**src/rtl/range_reg_codec.sv**
```systemverilog
module range_reg_codec #(
  parameter int NSLOTS    = 8,
  parameter int PA_W      = 36,
  parameter int LEG_ALIGN = 10,
  parameter int LEG_LO    = 'h70000,
  parameter int LEG_HI    = 'h7003F,
  parameter int TYPE_WC   = 1,
  parameter int TYPE_WB   = 6,
  localparam int PAGE_W   = PA_W - 12,
  localparam int IDX_W    = $clog2(NSLOTS)
) (
  input  logic              clk,
  input  logic              rst_n,
  input  logic              cmd_valid,
  output logic              cmd_ready,
  input  logic [1:0]        cmd_op,
  input  logic [IDX_W-1:0]  cmd_slot,
  input  logic [PAGE_W-1:0] cmd_base,
  input  logic [PAGE_W-1:0] cmd_size,
  input  logic [7:0]        cmd_type,
  input  logic              cmd_legacy,
  input  logic [IDX_W:0]    cmd_replace,
  output logic              rsp_valid,
  input  logic              rsp_ready,
  output logic [1:0]        rsp_op,
  output logic [1:0]        rsp_err,
  output logic              rsp_changed,
  output logic              rsp_fixup,
  output logic [IDX_W-1:0]  rsp_slot,
  output logic [PAGE_W-1:0] rsp_base,
  output logic [PAGE_W-1:0] rsp_size,
  output logic [7:0]        rsp_type,
  output logic [PA_W-1:0]   rsp_base_word,
  output logic [PA_W-1:0]   rsp_mask_word
);

  localparam logic [1:0] OP_PROG = 2'd0;
  localparam logic [1:0] OP_READ = 2'd1;
  localparam logic [1:0] OP_ALLOC = 2'd2;
  localparam logic [1:0] OP_VAL  = 2'd3;

  localparam logic [1:0] E_OK = 2'd0;
  localparam logic [1:0] E_ALIGN = 2'd1;
  localparam logic [1:0] E_LEGACY = 2'd2;
  localparam logic [1:0] E_NOSPACE = 2'd3;

  localparam logic [PA_W-1:0] BASE_CMP = {{PAGE_W{1'b1}}, 12'h0FF};
  localparam logic [PA_W-1:0] MASK_CMP = {{PAGE_W{1'b1}}, 12'h800};
  localparam logic [PAGE_W:0] LO_P = (PAGE_W+1)'(LEG_LO);
  localparam logic [PAGE_W-1:0] HI_P = PAGE_W'(LEG_HI);

  function automatic logic [PAGE_W-1:0] fill_top(input logic [PAGE_W-1:0] m);
    logic [PAGE_W-1:0] r;
    logic hit;
    r = m;
    hit = 1'b0;
    if (m != '0) begin
      for (int i = PAGE_W - 1; i >= 0; i--) begin
        if (m[i]) hit = 1'b1;
        else if (!hit) r[i] = 1'b1;
      end
    end
    return r;
  endfunction

  logic [PA_W-1:0] base_q [NSLOTS];
  logic [PA_W-1:0] mask_q [NSLOTS];

  wire accept = cmd_valid && cmd_ready;
  assign cmd_ready = !rsp_valid || rsp_ready;

  // program path
  wire              size_nz  = |cmd_size;
  wire [PAGE_W-1:0] neg_size = -cmd_size;
  wire [PA_W-1:0]   new_bw   = size_nz ? {cmd_base, 4'b0, cmd_type} : '0;
  wire [PA_W-1:0]   new_mw   = size_nz ? {neg_size, 12'h800} : '0;
  wire [PA_W-1:0]   cur_bw   = base_q[cmd_slot];
  wire [PA_W-1:0]   cur_mw   = mask_q[cmd_slot];
  wire prog_changed = (((new_bw ^ cur_bw) & BASE_CMP) != '0) ||
                      (((new_mw ^ cur_mw) & MASK_CMP) != '0);

  // read path
  wire              rd_en    = cur_mw[11];
  wire [PAGE_W-1:0] rd_m     = cur_mw[PA_W-1:12];
  wire [PAGE_W-1:0] rd_fixed = fill_top(rd_m);
  wire              rd_fix   = rd_en && (rd_fixed != rd_m);
  wire [PAGE_W-1:0] rd_size  = rd_en ? -rd_fixed : '0;
  wire [PAGE_W-1:0] rd_base  = rd_en ? cur_bw[PA_W-1:12] : '0;
  wire [7:0]        rd_type  = rd_en ? cur_bw[7:0] : '0;

  // allocation path
  logic             free_any;
  logic [IDX_W-1:0] free_idx;
  always_comb begin
    free_any = 1'b0;
    free_idx = '0;
    for (int i = NSLOTS - 1; i >= 0; i--) begin
      if (!mask_q[i][11] || mask_q[i][PA_W-1:12] == '0) begin
        free_any = 1'b1;
        free_idx = IDX_W'(i);
      end
    end
  end
  wire rep_ok = int'(cmd_replace) < NSLOTS;

  // validation path
  wire [PAGE_W-1:0] last = cmd_base + cmd_size - 1'b1;
  logic run;
  int   sh;
  always_comb begin
    run = 1'b1;
    sh  = 0;
    for (int i = 0; i < PAGE_W; i++) begin
      if (run && !cmd_base[i] && last[i]) sh = sh + 1;
      else run = 1'b0;
    end
  end
  wire aligned   = (cmd_base >> sh) == (last >> sh);
  wire [PAGE_W:0] end_sum = {1'b0, cmd_base} + {1'b0, cmd_size};
  wire leg_mis   = |cmd_base[LEG_ALIGN-1:0];
  wire leg_hit   = !(end_sum < LO_P || cmd_base > HI_P);
  wire wr_type   = (cmd_type == 8'(TYPE_WC)) || (cmd_type == 8'(TYPE_WB));
  wire [1:0] val_err = (cmd_legacy && (leg_mis || (leg_hit && wr_type))) ? E_LEGACY :
                       aligned ? E_OK : E_ALIGN;

  // response select
  logic [1:0]        n_err;
  logic              n_chg, n_fix;
  logic [IDX_W-1:0]  n_slot;
  logic [PAGE_W-1:0] n_base, n_size;
  logic [7:0]        n_type;
  logic [PA_W-1:0]   n_bw, n_mw;
  always_comb begin
    n_err  = E_OK;
    n_chg  = 1'b0;
    n_fix  = 1'b0;
    n_slot = cmd_slot;
    n_base = cmd_base;
    n_size = cmd_size;
    n_type = cmd_type;
    n_bw   = '0;
    n_mw   = '0;
    case (cmd_op)
      OP_PROG: begin
        n_chg = prog_changed;
        n_bw  = new_bw;
        n_mw  = new_mw;
      end
      OP_READ: begin
        n_fix  = rd_fix;
        n_base = rd_base;
        n_size = rd_size;
        n_type = rd_type;
        n_bw   = cur_bw;
        n_mw   = cur_mw;
      end
      OP_ALLOC: begin
        n_slot = rep_ok ? cmd_replace[IDX_W-1:0] : free_idx;
        n_err  = (rep_ok || free_any) ? E_OK : E_NOSPACE;
      end
      default: begin
        n_slot = '0;
        n_err  = val_err;
      end
    endcase
  end

  always_ff @(posedge clk or negedge rst_n) begin
    if (!rst_n) begin
      for (int i = 0; i < NSLOTS; i++) begin
        base_q[i] <= '0;
        mask_q[i] <= '0;
      end
    end else if (accept && cmd_op == OP_PROG) begin
      base_q[cmd_slot] <= new_bw;
      mask_q[cmd_slot] <= new_mw;
    end
  end

  always_ff @(posedge clk or negedge rst_n) begin
    if (!rst_n) begin
      rsp_valid     <= 1'b0;
      rsp_op        <= OP_PROG;
      rsp_err       <= E_OK;
      rsp_changed   <= 1'b0;
      rsp_fixup     <= 1'b0;
      rsp_slot      <= '0;
      rsp_base      <= '0;
      rsp_size      <= '0;
      rsp_type      <= '0;
      rsp_base_word <= '0;
      rsp_mask_word <= '0;
    end else if (accept) begin
      rsp_valid     <= 1'b1;
      rsp_op        <= cmd_op;
      rsp_err       <= n_err;
      rsp_changed   <= n_chg;
      rsp_fixup     <= n_fix;
      rsp_slot      <= n_slot;
      rsp_base      <= n_base;
      rsp_size      <= n_size;
      rsp_type      <= n_type;
      rsp_base_word <= n_bw;
      rsp_mask_word <= n_mw;
    end else if (rsp_ready) begin
      rsp_valid <= 1'b0;
    end
  end

endmodule

```
**config.mk**
```make
export PLATFORM = sky130hd
export DESIGN_NAME = range_reg_codec
export DESIGN_NICKNAME = d
export VERILOG_FILES = /design/src/rtl/range_reg_codec.sv
export SDC_FILE = /design/constraint.sdc
export NUM_CORES = 2
export LEC_CHECK = 0
export CAP_MARGIN = 20
export CELL_PAD_IN_SITES_DETAIL_PLACEMENT = 1
export CELL_PAD_IN_SITES_GLOBAL_PLACEMENT = 2
export CORE_ASPECT_RATIO = 1.4
export CORE_MARGIN = 3
export CORE_UTILIZATION = 33
export CTS_CLUSTER_DIAMETER = 80
export DETAILED_ROUTE_END_ITERATION = 12
export PLACE_DENSITY = 0.78
export SLEW_MARGIN = 15
export SYNTH_ARGS = -nofsm -noshare
export SYNTH_HDL_FRONTEND = slang
export SYNTH_SLANG_ARGS = --single-unit
```
**constraint.sdc**
```tcl
create_clock -name clk -period 5.85 [get_ports clk]
set_input_delay 1.755 -clock clk [delete_from_list [all_inputs] [get_ports clk]]
set_output_delay 1.755 -clock clk [all_outputs]
set_load 0.02 [all_outputs]
```
==> impl_results.md <==
* Status: finished with violations
* Failing checks: setup timing
* Die area at 107000 um^2
* Most frequent cells in the layout: buf_4 (878), nand2_1 (691), o21ai_0 (588), dfrtp_1 (579), nor2_1 (203)
* Vias/cell at 5.56
* Tcrit/Tclk final at 272%
* Drt wl/cell at 25.4 um
* Worst path slowest cell: a311o_2
* CP dominant cell by count: buf_4
* Place WS at -11.38 ns
* First-iteration detailed-routing DRC count at 1976
* Clk_lat worst skew at 0.66 ns
* Final ANT Viol Nets at 0
* Post-synth cell types at 97
* Required @ worst endpoint at 6.42 ns
* Clk sinks at 579
* Leakage at 21.1 nW
* Maximum clock path buffer count at 3
* DRC at 0
* Largest net degree at the start of global routing at 117
* Clock Pin Slew Worst Setup and Hold Paths at 0.06 ns
* Hold Vio Cnt, Final at 0
* CP Class: in2reg
* Ports at 209
* CTS Buf Count at 60
* Skew final at 0.0355 ns
* Fin crit period at 15.93 ns
* Peak supply drop at 0.265 mV
* Final core occ at 45.8%
* Synth Warn # at 0
* Max-slew headroom at 25.8%
* Top FF cell, synth: dfrtp_1
* H-tree depth at 2
* Crit path DAT at 16.50 ns
* Vias in the first global route at 37200
* # hold bufs at CTS at 0
* Fin area at 47000 um^2
* Number of port buffers at 193
* Yosys reg bits at 579
* Average cell area after synthesis at 8.53 um^2
* Initial antenna violation count at 5
* Final WL at 160 mm
* Max incr delay on CP at 0.47 ns
* Worst Path Buf+Inv at 39
* Crit path max-delay family: buffers and inverters
* Hold crit path type: reg2reg
* CP Launch Type: primary input
* Row count at 139
* Crit-path max FO at 6
* Die height at 387 um
* Die Width at 278 um
* Mapped Area at 34100 um^2
* F_max at 0.0628 GHz
* Initial Utilization at 33.3%
* Root buffer cell: clkbuf_16
* Post-synth EDFFs at 0
* Slew Viols, Final at 0
* Final Setup Violations at 1
* Via count at 34900
* Hold WS at 0.477 ns
* RSZ-0062 raised after global routing: true
* CORE AREA at 103000 um^2
* Pwr per Cell Area at 291 nW/um^2
* Worst setup margin at -10.08 ns
* Global Route Usage Sum at 29.1%
* Max Cap Viol at 0
* Total gr overflow at 0
* First-pass GRT wire length at 238 mm
* Commonest non-fill, non-tap cell in the layout: buf_4
* Nets at 5058
* Detail Placement HPWL at 120 mm
* Placed cell area at 43700 um^2
* Ratio of cells with drive above 1 in the final layout at 25.3%
* Synth async-reset ratio at 100%
* TritonRoute pass-1 iters at 5
* Mapped Cells at 4000
* Seq/Total Area, Yosys at 42.4%
* Critical Path Sink Type: flip-flop
* RD Place Congestion at 0.944
* TritonCTS clock tree: done
* Slew at the pin closest to its max-slew limit at 1.11 ns
* Layout area overhead at 37.7%
[final cells by class]
| type | instances | area, um^2 |
|---|---|---|
| diodes | 4 | 10.0 |
| multi-input cells | 3027 | 19200 |
| clock buffers | 80 | 1670 |
| clock inverters | 31 | 499 |
| repair buffers | 1093 | 8950 |
| fillers | 12000 | 55600 |
| flip-flops and latches | 579 | 14500 |
| inverters | 131 | 518 |
| well taps | 1339 | 1680 |
[synth_stat cells (all sizes together), types with 23 or more instances]
master	number	area, um^2
nor4	85	547
nand2	713	2680
or3	23	144
dfrtp	579	14500
and3	39	244
buf	45	234
a21oi	196	985
clkbuf	233	875
mux2i	48	480
nor2b	27	169
xnor2	129	1200
a221oi	49	429
a22o	60	526
xor2	48	477
inv	130	488
nor2	220	826
nor3	81	425
nand3	58	290
a22oi	138	1040
nand4	49	307
o21ai	604	3030
ha	95	1190
[registers in the layout, indices dropped and copies added (netlist names), 2 cells and up]
name / flops
base_q: 256
mask_q: 200
rsp_base: 24
rsp_base_word: 32
rsp_err: 2
rsp_mask_word: 25
rsp_op: 2
rsp_size: 24
rsp_slot: 3
rsp_type: 8
[stage by stage]
step                      power [W]  instances  setup TNS [ns]
after global routing         0.0143       6280          -10.57
after CTS                    0.0136       6262          -10.07
after global placement      0.00918       6104          -19.01
final                        0.0137       6284          -10.08
after floorplan             0.00701       4014           -9.84
after detailed placement    0.00930       6104          -20.04
[tightest hold or removal path, stage by stage (launching register included)]
cell     delay [ns]
dfrtp_1        0.34
nand2_1        0.05
o21ai_0        0.06
[layer usage]
metal  share of wire, %  GRT usage, %  up-vias
met5             0.0044             0        -
met4                8.0          19.1        2
met3                4.2          2.90      432
met2                 50          51.2      974
met1                 38          33.5    17500
li1                   -             -    16100
[path summary, 6_finish.rpt]
check	slack, ns	cells past startpoint	startpoint	endpoint
max reg2reg	1.31	26	mask_q[215]$_DFFE_PN0P_	rsp_size[16]$_DFFE_PN0P_
min in group asynchronous	1.13	1	rst_n	rsp_base[6]$_DFFE_PN0P_
max	-10.08	88	cmd_base[0]	rsp_err[0]$_DFFE_PN0P_
min reg2reg	0.48	2	rsp_op[1]$_DFFE_PN0P_	rsp_op[1]$_DFFE_PN0P_
max in group asynchronous	3.48	2	rst_n	mask_q[122]$_DFFE_PN0P_
min	0.48	2	rsp_op[1]$_DFFE_PN0P_	rsp_op[1]$_DFFE_PN0P_
[logic make-up after synthesis]
| logic type | count (synthesis) | share of synthesized area [%] |
|---|---|---|
| buffers and inverters | 409 | 4.69 |
| other | 1 | 0.0110 |
| AND/OR/NAND/NOR | 1411 | 19.0 |
| AO/OA/AOI/OAI | 1246 | 22.3 |
| XOR/XNOR | 184 | 5.38 |
| adder cells (fa/ha/maj) | 98 | 3.60 |
| multiplexers | 72 | 2.53 |
| flip-flops | 579 | 42.4 |
[report_power, final]
| group | switching, W | internal (W) |
|---|---|---|
| Combinational | 0.00246 | 0.00186 |
| Clock | 0.00178 | 0.00246 |
| Sequential | 0.000495 | 0.00463 |
| Total | 0.00474 | 0.00895 |
[timing repair]
action,CTS,global route
endpoints found under the setup margin,7,11
gates cloned,0,1
hold endpoints to repair,0,0
resized for setup,67,88
setup buffers,48,22
pin swaps,61,90
Note: power is estimated with default switching activity, not from simulation.
